--- src/rtl/pser_pkg.sv ---
package pser_pkg;

    // which half of its input a halving stage forwards in a given slot
    typedef enum logic {
        HALF_LOW  = 1'b0,
        HALF_HIGH = 1'b1
    } pser_half_e;

    // per-cycle control of one halving stage
    typedef struct packed {
        logic       load;
        pser_half_e half;
    } pser_ctl_t;

    // Stage k of lvl updates twice per span = 2^(lvl-k+1) cycles.
    // It takes the low half one cycle after its upstream neighbour changes,
    // and releases the parked high half span/2 cycles later.
    function automatic pser_ctl_t stage_ctl(input int unsigned ph,
                                            input int unsigned k,
                                            input int unsigned lvl);
        pser_ctl_t   c;
        int unsigned span;
        int unsigned pos;
        span   = 32'd1 << (lvl - k + 1);
        pos    = (ph + (32'd1 << lvl) - k) % span;
        c.load = (pos == 0) || (pos == span / 2);
        c.half = (pos == 0) ? HALF_LOW : HALF_HIGH;
        return c;
    endfunction

endpackage

--- src/rtl/pser_phase.sv ---
module pser_phase #(
    parameter int LVL = 2
) (
    input  logic           clk,
    input  logic           rst,
    output logic [LVL-1:0] ph_o,
    output logic           take_o
);
    logic [LVL-1:0] ph_q;

    always_ff @(posedge clk) begin
        if (rst) ph_q <= '0;
        else     ph_q <= ph_q + 1'b1;
    end

    assign ph_o   = ph_q;
    assign take_o = !rst && (ph_q == '0);
endmodule

--- src/rtl/pser_capture.sv ---
module pser_capture #(
    parameter int W = 8
) (
    input  logic         clk,
    input  logic         rst,
    input  logic         load_i,
    input  logic [W-1:0] word_i,
    output logic [W-1:0] word_o
);
    logic [W-1:0] word_q;

    always_ff @(posedge clk) begin
        if (rst)         word_q <= '0;
        else if (load_i) word_q <= word_i;
    end

    assign word_o = word_q;
endmodule

--- src/rtl/pser_halve.sv ---
module pser_halve
    import pser_pkg::*;
#(
    parameter int WO  = 4,
    parameter int K   = 1,
    parameter int LVL = 2
) (
    input  logic            clk,
    input  logic            rst,
    input  logic [LVL-1:0]  ph_i,
    input  logic [2*WO-1:0] src_i,
    output logic [WO-1:0]   dst_o
);
    pser_ctl_t   ctl;
    logic [WO-1:0] hold_q;
    logic [WO-1:0] out_q;

    always_comb ctl = stage_ctl(int'(ph_i), K, LVL);

    always_ff @(posedge clk) begin
        if (rst) begin
            hold_q <= '0;
            out_q  <= '0;
        end else if (ctl.load) begin
            if (ctl.half == HALF_LOW) begin
                out_q  <= src_i[WO-1:0];
                hold_q <= src_i[2*WO-1:WO];
            end else begin
                out_q  <= hold_q;
            end
        end
    end

    assign dst_o = out_q;
endmodule

--- src/rtl/pair_serializer.sv ---
module pair_serializer #(
    parameter int W_IN = 8
) (
    input  logic            clk,
    input  logic            rst,
    input  logic [W_IN-1:0] word_i,
    output logic            take_o,
    output logic [1:0]      lane_o
);
    localparam int LVL = $clog2(W_IN / 2);

    logic [LVL-1:0]  ph;
    logic [W_IN-1:0] cap;

    pser_phase #(.LVL(LVL)) u_phase (
        .clk    (clk),
        .rst    (rst),
        .ph_o   (ph),
        .take_o (take_o)
    );

    pser_capture #(.W(W_IN)) u_cap (
        .clk    (clk),
        .rst    (rst),
        .load_i (take_o),
        .word_i (word_i),
        .word_o (cap)
    );

    for (genvar k = 1; k <= LVL; k++) begin : g_st
        localparam int WO = W_IN >> k;
        logic [2*WO-1:0] src;
        logic [WO-1:0]   dst;

        if (k == 1) begin : g_first
            assign src = cap;
        end else begin : g_next
            assign src = g_st[k-1].dst;
        end

        pser_halve #(.WO(WO), .K(k), .LVL(LVL)) u_halve (
            .clk   (clk),
            .rst   (rst),
            .ph_i  (ph),
            .src_i (src),
            .dst_o (dst)
        );
    end

    assign lane_o = g_st[LVL].dst;
endmodule

--- config.mk ---
export PLATFORM = sky130hd
export DESIGN_NAME = pair_serializer
export DESIGN_NICKNAME = d
export VERILOG_FILES = /design/src/rtl/pser_pkg.sv /design/src/rtl/pser_phase.sv /design/src/rtl/pser_capture.sv /design/src/rtl/pser_halve.sv /design/src/rtl/pair_serializer.sv
export SDC_FILE = /design/constraint.sdc
export NUM_CORES = 1
export LEC_CHECK = 0
export BUFFER_PORTS_ARGS = -buffer_cell sky130_fd_sc_hd__buf_2
export CORE_MARGIN = 2
export CORE_UTILIZATION = 50
export DETAILED_ROUTE_END_ITERATION = 7
export PLACE_DENSITY = 0.72
export SLEW_MARGIN = 15
export SYNTH_ARGS = -nofsm -noshare
export SYNTH_HDL_FRONTEND = slang
export SYNTH_SLANG_ARGS = --single-unit
--- constraint.sdc ---
create_clock -name clk -period 1.7 [get_ports clk]
set_input_delay 0.17 -clock clk [delete_from_list [all_inputs] [get_ports clk]]
set_output_delay 0.17 -clock clk [all_outputs]
set_load 0.01 [all_outputs]
* After elaboration in Yosys (flattened, before gate mapping) *
Cells that the tools add are included.
Widths: inputs -> output; s select.

cells by class
  add/sub/neg operators = 4
  eq/ne operators = 1
  multiplexer cells = 2
  reductions and logical operators = 9

operators by type and width
  kind                 count
  $logic_not 32->1     2
  $add 2x1->2 const B  2
  $mux 4               1
  $reduce_and 2->1     2
  $eq 2x2->1 const B   1
  $logic_not 2->1      1
  $logic_or 1x1->1     2
  $mux 2               1
  $sub 2x1->2 const B  1
  $logic_and 1x1->1    1
  $logic_not 1->1      1
  $sub 1x1->1 const B  1

storage, ports and cells
  flip-flop bits (word level) = 22
  output and inout bits = 3

* Logic depth before layout (Yosys ltp) *
Gate-level depths: netlist (run 1).

  word-level depth = 5
  mapped depth = 5
  mapped depth without buffers = 4

* By module *
Synthesis (run 1) repeated with hierarchy kept, for this count alone.

unflattened totals
  cell total of the unflattened synthesis = 81
  area total of the unflattened synthesis = 835.8 µm²

by module, submodules not included
  module                         times used  cells each  area an instance (µm²)  seq. area each (µm²)
  pser_halve at g_st[1].u_halve  1           33          341.6                   160.2
  pser_capture                   1           26          285.3                   160.2
  pser_halve at g_st[2].u_halve  1           14          132.6                   80.1
  pser_phase                     1           8           76.3                    40.0

* Least setup slack after synthesis (run 1) *
No wires, ideal clock.

  kind = reg-to-output
  start = register u_phase.ph_q[0], in the netlist u_phase.ph_o[0]
  end = output take_o
  arrival time = 990 ps
  required time = 1,530 ps
  slack = 540 ps
  stages on the path, launching flop included = 5
  buffers on the path = 1
  cell sequence = dfxtp_1 -> inv_1 -> ha_1 -> buf_4 -> nor2b_1

between the ends
  cells in the longest elaborated chain, start to end = 2

ends and longest elaborated chain
  what                      line                  source
  start: declaration        pser_phase.sv:9       logic [LVL-1:0] ph_q;
  start signal: assignment  pser_phase.sv:13      else ph_q <= ph_q + 1'b1;
  $logic_not 2->1           pser_phase.sv:17      assign take_o = !rst && (ph_q == '0);
  $logic_and 1x1->1         pser_phase.sv:17
  end: declaration          pair_serializer.sv:7  output logic take_o,

No other way between the ends.

* Final worst setup path (run 1) *
Same ends and word-level chain as after synthesis.

==> results of run 1 <==
-- critical path: stages (launching register included) --
cell and delay [ns]:
dfxtp_2 0.42, inv_1 0.06, ha_1 0.25, nor2b_1 0.15, buf_2 0.15
-- area by class of cell --
| class | count | share of cell area (%) |
|---|---|---|
| clock buffers | 4 | 3.85 |
| inverters | 3 | 1.19 |
| multi-input cells | 52 | 38.9 |
| flip-flops and latches | 22 | 46.8 |
| well taps | 16 | 2.12 |
| repair buffers | 13 | 7.16 |
-- power by group --
| part | total (mW) | leakage [nW] | switching, mW | internal [mW] |
|---|---|---|---|---|
| registers | 0.575 | 0.181 | 0.0216 | 0.554 |
| clock network | 0.273 | 0.0210 | 0.142 | 0.131 |
| logic | 0.127 | 0.213 | 0.0604 | 0.0663 |
-- worst paths after layout --
kind | startpoint | endpoint
worst min register to register | g_st[2].u_halve.hold_q[1] | g_st[2].u_halve.hold_q[1]
worst min-delay path | word_i[3] | u_cap.word_o[3]
worst max register to register | u_phase.ph_o[0] | g_st[1].u_halve.dst_o[0]
worst max-delay path | u_phase.ph_o[0] | take_o
-- cells by family after synthesis --
group	Yosys count	share of synthesized area (%)
compound gates	8	5.86
mux	16	18.7
flops	22	51.5
buf+inv	8	5.56
fa+ha+maj	3	4.39
simple gates	25	13.9
-- through the flow --
stage	instance area, µm²	std cells	total power, mW	utilization (%)
after floorplan	855	82	0.684	-
after global placement	906	106	0.712	58.1
after detailed placement	906	106	0.717	58.1
after CTS	942	110	0.990	60.4
after global routing	943	110	1.03	60.5
final	943	110	0.974	60.5
-- sequential cells by signal (all words and copies together) (netlist names) --
signal and flops:
g_st.u_halve.hold_q 6, g_st.u_halve.dst_o 6, u_phase.ph_o 2, u_cap.word_o 8
-- cell usage in the layout, fill, tap and decap left out --
| cell type | n |
|---|---|
| a211oi_1 | 4 |
| a21oi_1 | 4 |
| buf_2 | 12 |
| buf_4 | 1 |
| clkbuf_4 | 3 |
| clkbuf_8 | 1 |
| dfxtp_1 | 21 |
| dfxtp_2 | 1 |
| ha_1 | 3 |
| inv_1 | 3 |
| mux2i_1 | 16 |
| nand2_1 | 2 |
| nand2b_1 | 4 |
| nor2_1 | 13 |
| nor2b_1 | 6 |
-- per-layer routing --
| metal | up-vias | wire length (µm) |
|---|---|---|
| li1 | 294 | - |
| met1 | 258 | 591 |
| met2 | 10 | 581 |
| met3 | 2 | 52 |
| met4 | 0 | 11 |
| met5 | - | 0 |
==> out/qor.txt, run 1 <==
Status - finished, final reports clean
Syn Inst Count - 82
Post-synthesis area per instance - 10.4 µm²
Vias/cell - 5.13
Vias in the first global route - 497
Setup Fix Bufs, Post-CTS - 0
Hold Path Stages - 3
DR iter-0 viols - 6
Filler instances - 130
Top FF cell, synth - dfxtp_1
F_max - 0.674 GHz
Final period util - 87.3%
Total GRT Usage - 15.4%
Vias - 564
Pin count of the biggest net entering global routing - 24
Global routing usage on met3 - 6.00%
Multi-input gate area - 367 µm²
Finish-stage setup viols - 0
Total die area - 2060 µm²
Req. time, crit path - 1.53 ns
Post-synth EDFFs - 0
GRT met2 Usage - 22.0%
# hold bufs at CTS - 0
Register area - 442 µm²
Clk root buf - clkbuf_4
# nets final - 108
Slew Viols, Final - 0
Synth Net Count - 95
Clk sinks - 22
Post-layout min period - 1.48 ns
Htree depth - 1
Critical Path Fanout Max - 10
Hold Crit Class - input pin to flop
DP HPWL - 953 µm
Most instantiated cells after synthesis - dfxtp_1, mux2i_1, nor2_1
Worst slack at placement - 0.329 ns
Top post-synthesis cells by area - dfxtp_1, mux2i_1, nor2_1
Core Region - 1560 µm²
Pwr dens - 1030 nW/µm²
Worst Setup End Kind - output pin
FP Rows - 14
Antenna cells - 0
DRC - 0
# port buffers - 12
Area Growth Syn to Fin - 10.4%
Clock skew - 0.00508 ns
Clk buf depth - 2
Post-CTS sizing - 0
Yosys cell types - 13
Iteration count of the initial detailed-routing pass - 4
CTS tree - done
Slew at the pin closest to its max-slew limit - 0.395 ns
GRT met1 Usage - 21.2%
R2R depth - 3
Fin Hold WS - 0.0958 ns
Setup TNS - 0 ns
Layout cell share with drive strength beyond 1 - 19.1%
TritonCTS Buffers - 3
GRT Max-Usage Layer - met2
Post-synth top area cell - dfxtp_1
Synth top area share - 51.5%
Crit path DAT - 1.31 ns
Unrepaired setup endpoints after global routing - false
Synthesis-stage register bit count - 22
Routed len/inst - 11.3 µm
Static Leakage - 0.415 nW
IO Pins - 13
Initial antenna violation count - 0
Initial Util - 54.8%
Routed Antenna Nets - 0
Critical path startpoint category - flop
Worst setup margin - 0.217 ns
Max-Cap Viols - 0
Die width - 45.3 µm
Internal reg-to-reg setup slack - 0.44 ns
Die height - 45.3 µm
Remaining global-route overflow - 0
Clock Latency Late Sink - 0.30 ns
Max-slew headroom - 73.6%
GP Congestion - 0.691
Most frequent cell after synthesis - dfxtp_1
Post-synth ARST share - 0%
Synthesized cell area - 855 µm²
Yosys warns - 0
Clk slew on worst S/H paths - 0.11 ns
Post-synthesis sequential area ratio - 51.5%
Final Hold Fails - 0
First-pass GRT wire length - 2210 µm
Worst IR Drop VDD - 825 µV
Total wire length - 1240 µm
CP Class - flop to output pin
(Power assumes the default switching activity.)
==> run 2: changes to the inputs <==
--- a/config.mk
+++ b/config.mk
@@ -6,10 +6,11 @@
 export NUM_CORES = 1
 export LEC_CHECK = 0
 export BUFFER_PORTS_ARGS = -buffer_cell sky130_fd_sc_hd__buf_2
+export CORE_ASPECT_RATIO = 1.4
 export CORE_MARGIN = 2
-export CORE_UTILIZATION = 50
+export CORE_UTILIZATION = 35
 export DETAILED_ROUTE_END_ITERATION = 7
-export PLACE_DENSITY = 0.72
+export REMOVE_ABC_BUFFERS = 1
 export SLEW_MARGIN = 15
 export SYNTH_ARGS = -nofsm -noshare
 export SYNTH_HDL_FRONTEND = slang
==> run 2 against run 1 <==
  * Critical endpoint unchanged
  * Clock power up 3%
  * Routed wire length grew 3.2%
  * Final area up 1.1%
  * Die area grew 39%
  * Clock-buffer cell count unchanged
  * Flip-flop and latch count is the same
  * Global-route usage shrank 4.7 points
  * Power rose by 0.94%
  * Maximum frequency shrank 2.2%
==> out/qor.txt, run 2 (same netlist as run 1, synthesis figures left out) <==
FP Rows - 21
IO Pins - 13
CTS tree - done
Total wire length - 1280 µm
Worst setup margin - 0.183 ns
Sequential power share - 58.1%
TritonCTS Buffers - 3
Fin util - 40.3%
CP Class - flop to output pin
Register area - 440 µm²
Final Hold Fails - 0
Clock skew - 0.00432 ns
Slew at the pin closest to its max-slew limit - 0.395 ns
Status - finished, final reports clean
F_max - 0.659 GHz
# hold bufs at CTS - 0
Max-slew headroom - 73.7%
Total GRT Usage - 10.7%
Pin count of the biggest net entering global routing - 24
Filler instances - 241
DP HPWL - 936 µm
Area Growth Syn to Fin - 11.6%
Antenna cells - 0
Routed Antenna Nets - 0
Post-layout min period - 1.52 ns
DRC - 0
Crit path DAT - 1.35 ns
Clk sinks - 22
Setup Fix Bufs, Post-CTS - 0
Critical-path cell list - inv_1, ha_2, nor2b_1, buf_2
Req. time, crit path - 1.53 ns
Remaining global-route overflow - 0
Iteration count of the initial detailed-routing pass - 2
# nets final - 108
Worst path slowest cell - ha_2
Finish-stage setup viols - 0
Clock power frac - 28.7%
Unrepaired setup endpoints after global routing - false
Fin Hold WS - 0.0881 ns
Slew Viols, Final - 0
Critical path buffers and inverters - 2
Vias - 557
Switching Fraction - 23.7%
CP peak stage delay - 0.35 ns
Core Region - 2360 µm²
Net Sw Power - 0.233 mW
Crit-path leading delay family - adder cells
Post-DP Area - 915 µm²
Setup TNS - 0 ns
Worst Setup End Kind - output pin
Clk slew on worst S/H paths - 0.12 ns
Vias in the first global route - 542
Total design power - 0.984 mW
Hold Crit Class - input pin to flop
Placed Cells incl. Taps - 113
Multi-input gate area - 369 µm²
Max FFs per register - 8
Post-Layout Cell Count - 117
First-pass GRT wire length - 2280 µm
Die height - 62.5 µm
# port buffers - 12
Clk buf depth - 2
Initial antenna violation count - 0
Routed len/inst - 10.9 µm
Final instance area - 953 µm²
Vias/cell - 4.76
Clk root buf - clkbuf_4
Total die area - 2860 µm²
Most frequent cells in the layout - dfxtp_1, mux2i_1, nor2_1
Clock Latency Late Sink - 0.30 ns
Worst IR Drop VDD - 582 µV
Static Leakage - 0.414 nW
Die width - 45.8 µm
Commonest non-fill, non-tap cell in the layout - dfxtp_1
Worst slack at placement - 0.354 ns
Internal power - 0.751 mW
DR iter-0 viols - 2
Layout cell share with drive strength beyond 1 - 19.1%
Comb pwr share - 13.2%
Critical path startpoint category - flop
Post-CTS sizing - 1
GP Congestion - 0.687
Max-Cap Viols - 0
Critical Path Fanout Max - 9
Htree depth - 1
Initial Util - 36.1%
Final period util - 89.3%
Pwr dens - 1030 nW/µm²
run 2: cell counts in the layout (fill, tap and decap cells not counted):
Identical to the previous run, type by type.
run 2: cell type report:
class,instances,area share [%]
flip-flops and latches,22,46.2
multi-input cells,52,38.7
repair buffers,13,7.09
clock buffers,4,3.81
well taps,23,3.02
inverters,3,1.18
run 2: power groups by stage:
stage	Combinational (mW)	Clock [mW]	Sequential (mW)
floorplan	0.0904	0	0.581
finish	0.130	0.282	0.572
CTS	0.132	0.295	0.573
detailed placement	0.130	0	0.584
global route	0.149	0.310	0.578
global placement	0.128	0	0.584
run 2: metal layers:
metal	routed length, µm	GRT usage (%)
met1	609	13.3
met2	595	16.0
met3	39	2.60
met4	32	6.43
met5	0	0
run 2: final timing paths:
path,start,endpoint,slack (ns),cells past startpoint
max reg2reg,u_phase.ph_o[0],g_st[1].u_halve.dst_o[0],0.36,4
max,u_phase.ph_o[1],take_o,0.18,4
min,word_i[1],u_cap.word_o[1],0.09,3
min reg2reg,u_phase.ph_o[0],u_phase.ph_o[0],0.45,1
run 2: worst reg2reg max path, stage by stage (launching register included):
cell and delay, ns:
dfxtp_1 0.37, buf_4 0.15, ha_1 0.37, inv_1 0.15, a211oi_1 0.23
==> run 3: changes to the inputs <==
--- a/config.mk
+++ b/config.mk
@@ -5,6 +5,7 @@
 export SDC_FILE = /design/constraint.sdc
 export NUM_CORES = 1
 export LEC_CHECK = 0
+export ABC_AREA = 1
 export BUFFER_PORTS_ARGS = -buffer_cell sky130_fd_sc_hd__buf_2
 export CORE_ASPECT_RATIO = 1.4
 export CORE_MARGIN = 2
==> run 3 against run 2 <==
  * Clock power rose by 39%
  * Area after synthesis rose by 0.15%
  * Clock skew rose by 0.0013 ns
  * Final area rose by 4.3%
  * Routed wire length rose by 19%
  * Critical endpoint unchanged
  * Largest power group unchanged
==> out/qor.txt, run 3 <==
Internal power - 0.861 mW
Total wire length - 1520 µm
CTS tree - done
Net Sw Power - 0.269 mW
Most frequent cells in the layout - nor2_1, nand2_1, dfxtp_1
Most frequent cell after synthesis - nor2_1
Setup TNS - 0 ns
Clock Latency Late Sink - 0.30 ns
Hold Crit Class - input pin to flop
Total die area - 2860 µm²
Worst IR Drop VDD - 562 µV
Top FF cell, synth - dfxtp_1
Total GRT Usage - 12.3%
Yosys cell types - 13
# hold bufs at CTS - 0
Hold_sp - word_i[7]
Sequential power share - 51.4%
# port buffers - 12
Clk slew on worst S/H paths - 0.12 ns
Pwr dens - 1140 nW/µm²
Iteration count of the initial detailed-routing pass - 3
Final Hold Fails - 0
Main combinational cell family by area after synthesis - simple AND/OR/NAND/NOR gates
Mux cell area share after synthesis - 0%
R2R depth - 6
Finish-stage setup viols - 0
Post-synth top area cell - dfxtp_1
Clock skew - 0.00560 ns
Routed len/inst - 9.97 µm
Filler instances - 256
Top post-synthesis cells by area - dfxtp_1, nor2_1, nand2_1
Most instantiated cells after synthesis - nor2_1, nand2_1, dfxtp_1
Placed Cells incl. Taps - 148
Vias - 682
DRC - 0
Post-Layout Cell Count - 152
F_max - 0.643 GHz
Internal reg-to-reg setup slack - 0.48 ns
WHS Endpoint - u_cap.word_o[7]
Post-synth ARST share - 0%
Slew at the pin closest to its max-slew limit - 0.283 ns
Static Leakage - 0.500 nW
CP Class - flop to output pin
Comb pwr share - 13.9%
Setup Fix Bufs, Post-CTS - 0
Crit path DAT - 1.39 ns
Htree depth - 1
Routed Antenna Nets - 0
Post-synthesis sequential area ratio - 51.5%
Area Growth Syn to Fin - 16.2%
Final period util - 91.5%
Vias/cell - 4.49
Req. time, crit path - 1.53 ns
Fin util - 42.1%
Remaining global-route overflow - 0
Synth Area in Compound Gates - 9.80%
First-pass GRT wire length - 2640 µm
Antenna cells - 0
Reg2Reg Capture Point - g_st[1].u_halve.dst_o[1]
Post-Synth Simple-Gate Area - 24.7%
Hold Path Stages - 3
Layout cell share with drive strength beyond 1 - 17.8%
Initial antenna violation count - 0
Post-synth EDFFs - 0
Worst slack at placement - 0.374 ns
# nets final - 143
Commonest non-fill, non-tap cell in the layout - nor2_1
Post-synthesis area per instance - 7.51 µm²
Synth Area in Adders - 4.39%
GP Congestion - 0.758
Max-Cap Viols - 0
Clk root buf - clkbuf_4
Worst setup margin - 0.145 ns
Unrepaired setup endpoints after global routing - false
TritonCTS Buffers - 3
Worst Setup End Kind - output pin
Synth top area share - 51.5%
Synth Area in XOR/XNOR - 0%
Yosys warns - 0
Die width - 45.8 µm
Critical path startpoint category - flop
Synthesized cell area - 856 µm²
Post-CTS sizing - 0
Max-slew headroom - 81.0%
DP HPWL - 1140 µm
Fin Hold WS - 0.0801 ns
Vias in the first global route - 631
Max FFs per register - 8
Critical Path Fanout Max - 9
Syn Inst Count - 114
Switching Fraction - 23.8%
Die height - 62.5 µm
Post-layout min period - 1.56 ns
Core Region - 2360 µm²
Initial Util - 36.2%
Slew Viols, Final - 0
Clk buf depth - 2
IO Pins - 13
Synthesis-stage register bit count - 22
Status - finished, final reports clean
Pin count of the biggest net entering global routing - 16
FP Rows - 21
Worst reg2reg startpoint - u_phase.ph_o[1]
Clk sinks - 22
DR iter-0 viols - 6
Clock power frac - 34.7%
run 3: logic make-up (layout without fill, tap and decap cells):
kind of cell | Yosys count | in the layout
AND/OR/NAND/NOR | 55 | 55
buffers and inverters | 18 | 33
adder cells (fa/ha/maj) | 3 | 3
flip-flops | 22 | 22
AO/OA/AOI/OAI | 16 | 16
run 3: how the worst max path moves through the flow:
stage | slack, ns | endpoint | from
after floorplan | 0.55 | take_o | u_phase.ph_o[0]
after global placement | 0.42 | take_o | u_phase.ph_o[0]
after CTS | 0.02 | take_o | u_phase.ph_o[0]
after global routing | 0.04 | take_o | u_phase.ph_o[0]
final | 0.14 | take_o | u_phase.ph_o[0]
after detailed placement | 0.37 | take_o | u_phase.ph_o[0]
run 3: cell type report:
class / instances / area, µm² / share of cell area (%)
clock inverter: 1 / 30.0 / 3.02
tap: 23 / 28.8 / 2.89
clock buffer: 3 / 22.5 / 2.26
timing repair buffer: 13 / 67.6 / 6.79
multi-input combinational: 74 / 345 / 34.7
inverter: 16 / 60.1 / 6.04
sequential: 22 / 440 / 44.3
run 3: metrics by stage:
| stage | area, µm² | power, mW |
|---|---|---|
| floorplan | 833 | 0.696 |
| detailed placement | 930 | 0.743 |
| finish | 995 | 1.13 |
| CTS | 982 | 1.13 |
| global placement | 930 | 0.742 |
| global route | 995 | 1.19 |
run 3: worst max-delay path, stage by stage, from the launching register on:
cell     delay (ns)
dfxtp_1        0.44
inv_1          0.12
ha_4           0.21
inv_2          0.13
nor2_1         0.05
buf_2          0.13
run 3: layer usage:
| layer | up-vias | wire (µm) | global-route usage [%] | part of all wire (%) |
|---|---|---|---|---|
| li1 | 374 | - | - | - |
| met1 | 295 | 692 | 15.0 | 46 |
| met2 | 9 | 756 | 19.4 | 50 |
| met3 | 4 | 41 | 2.60 | 2.7 |
| met4 | 0 | 26 | 6.43 | 1.7 |
| met5 | - | 0 | 0 | 0 |
run 3: power groups by stage:
stage	logic (mW)	clock network, mW	registers, mW
after global routing	0.182	0.422	0.586
after detailed placement	0.150	0	0.593
final	0.157	0.392	0.581
after floorplan	0.107	0	0.589
after CTS	0.151	0.402	0.581
after global placement	0.150	0	0.592
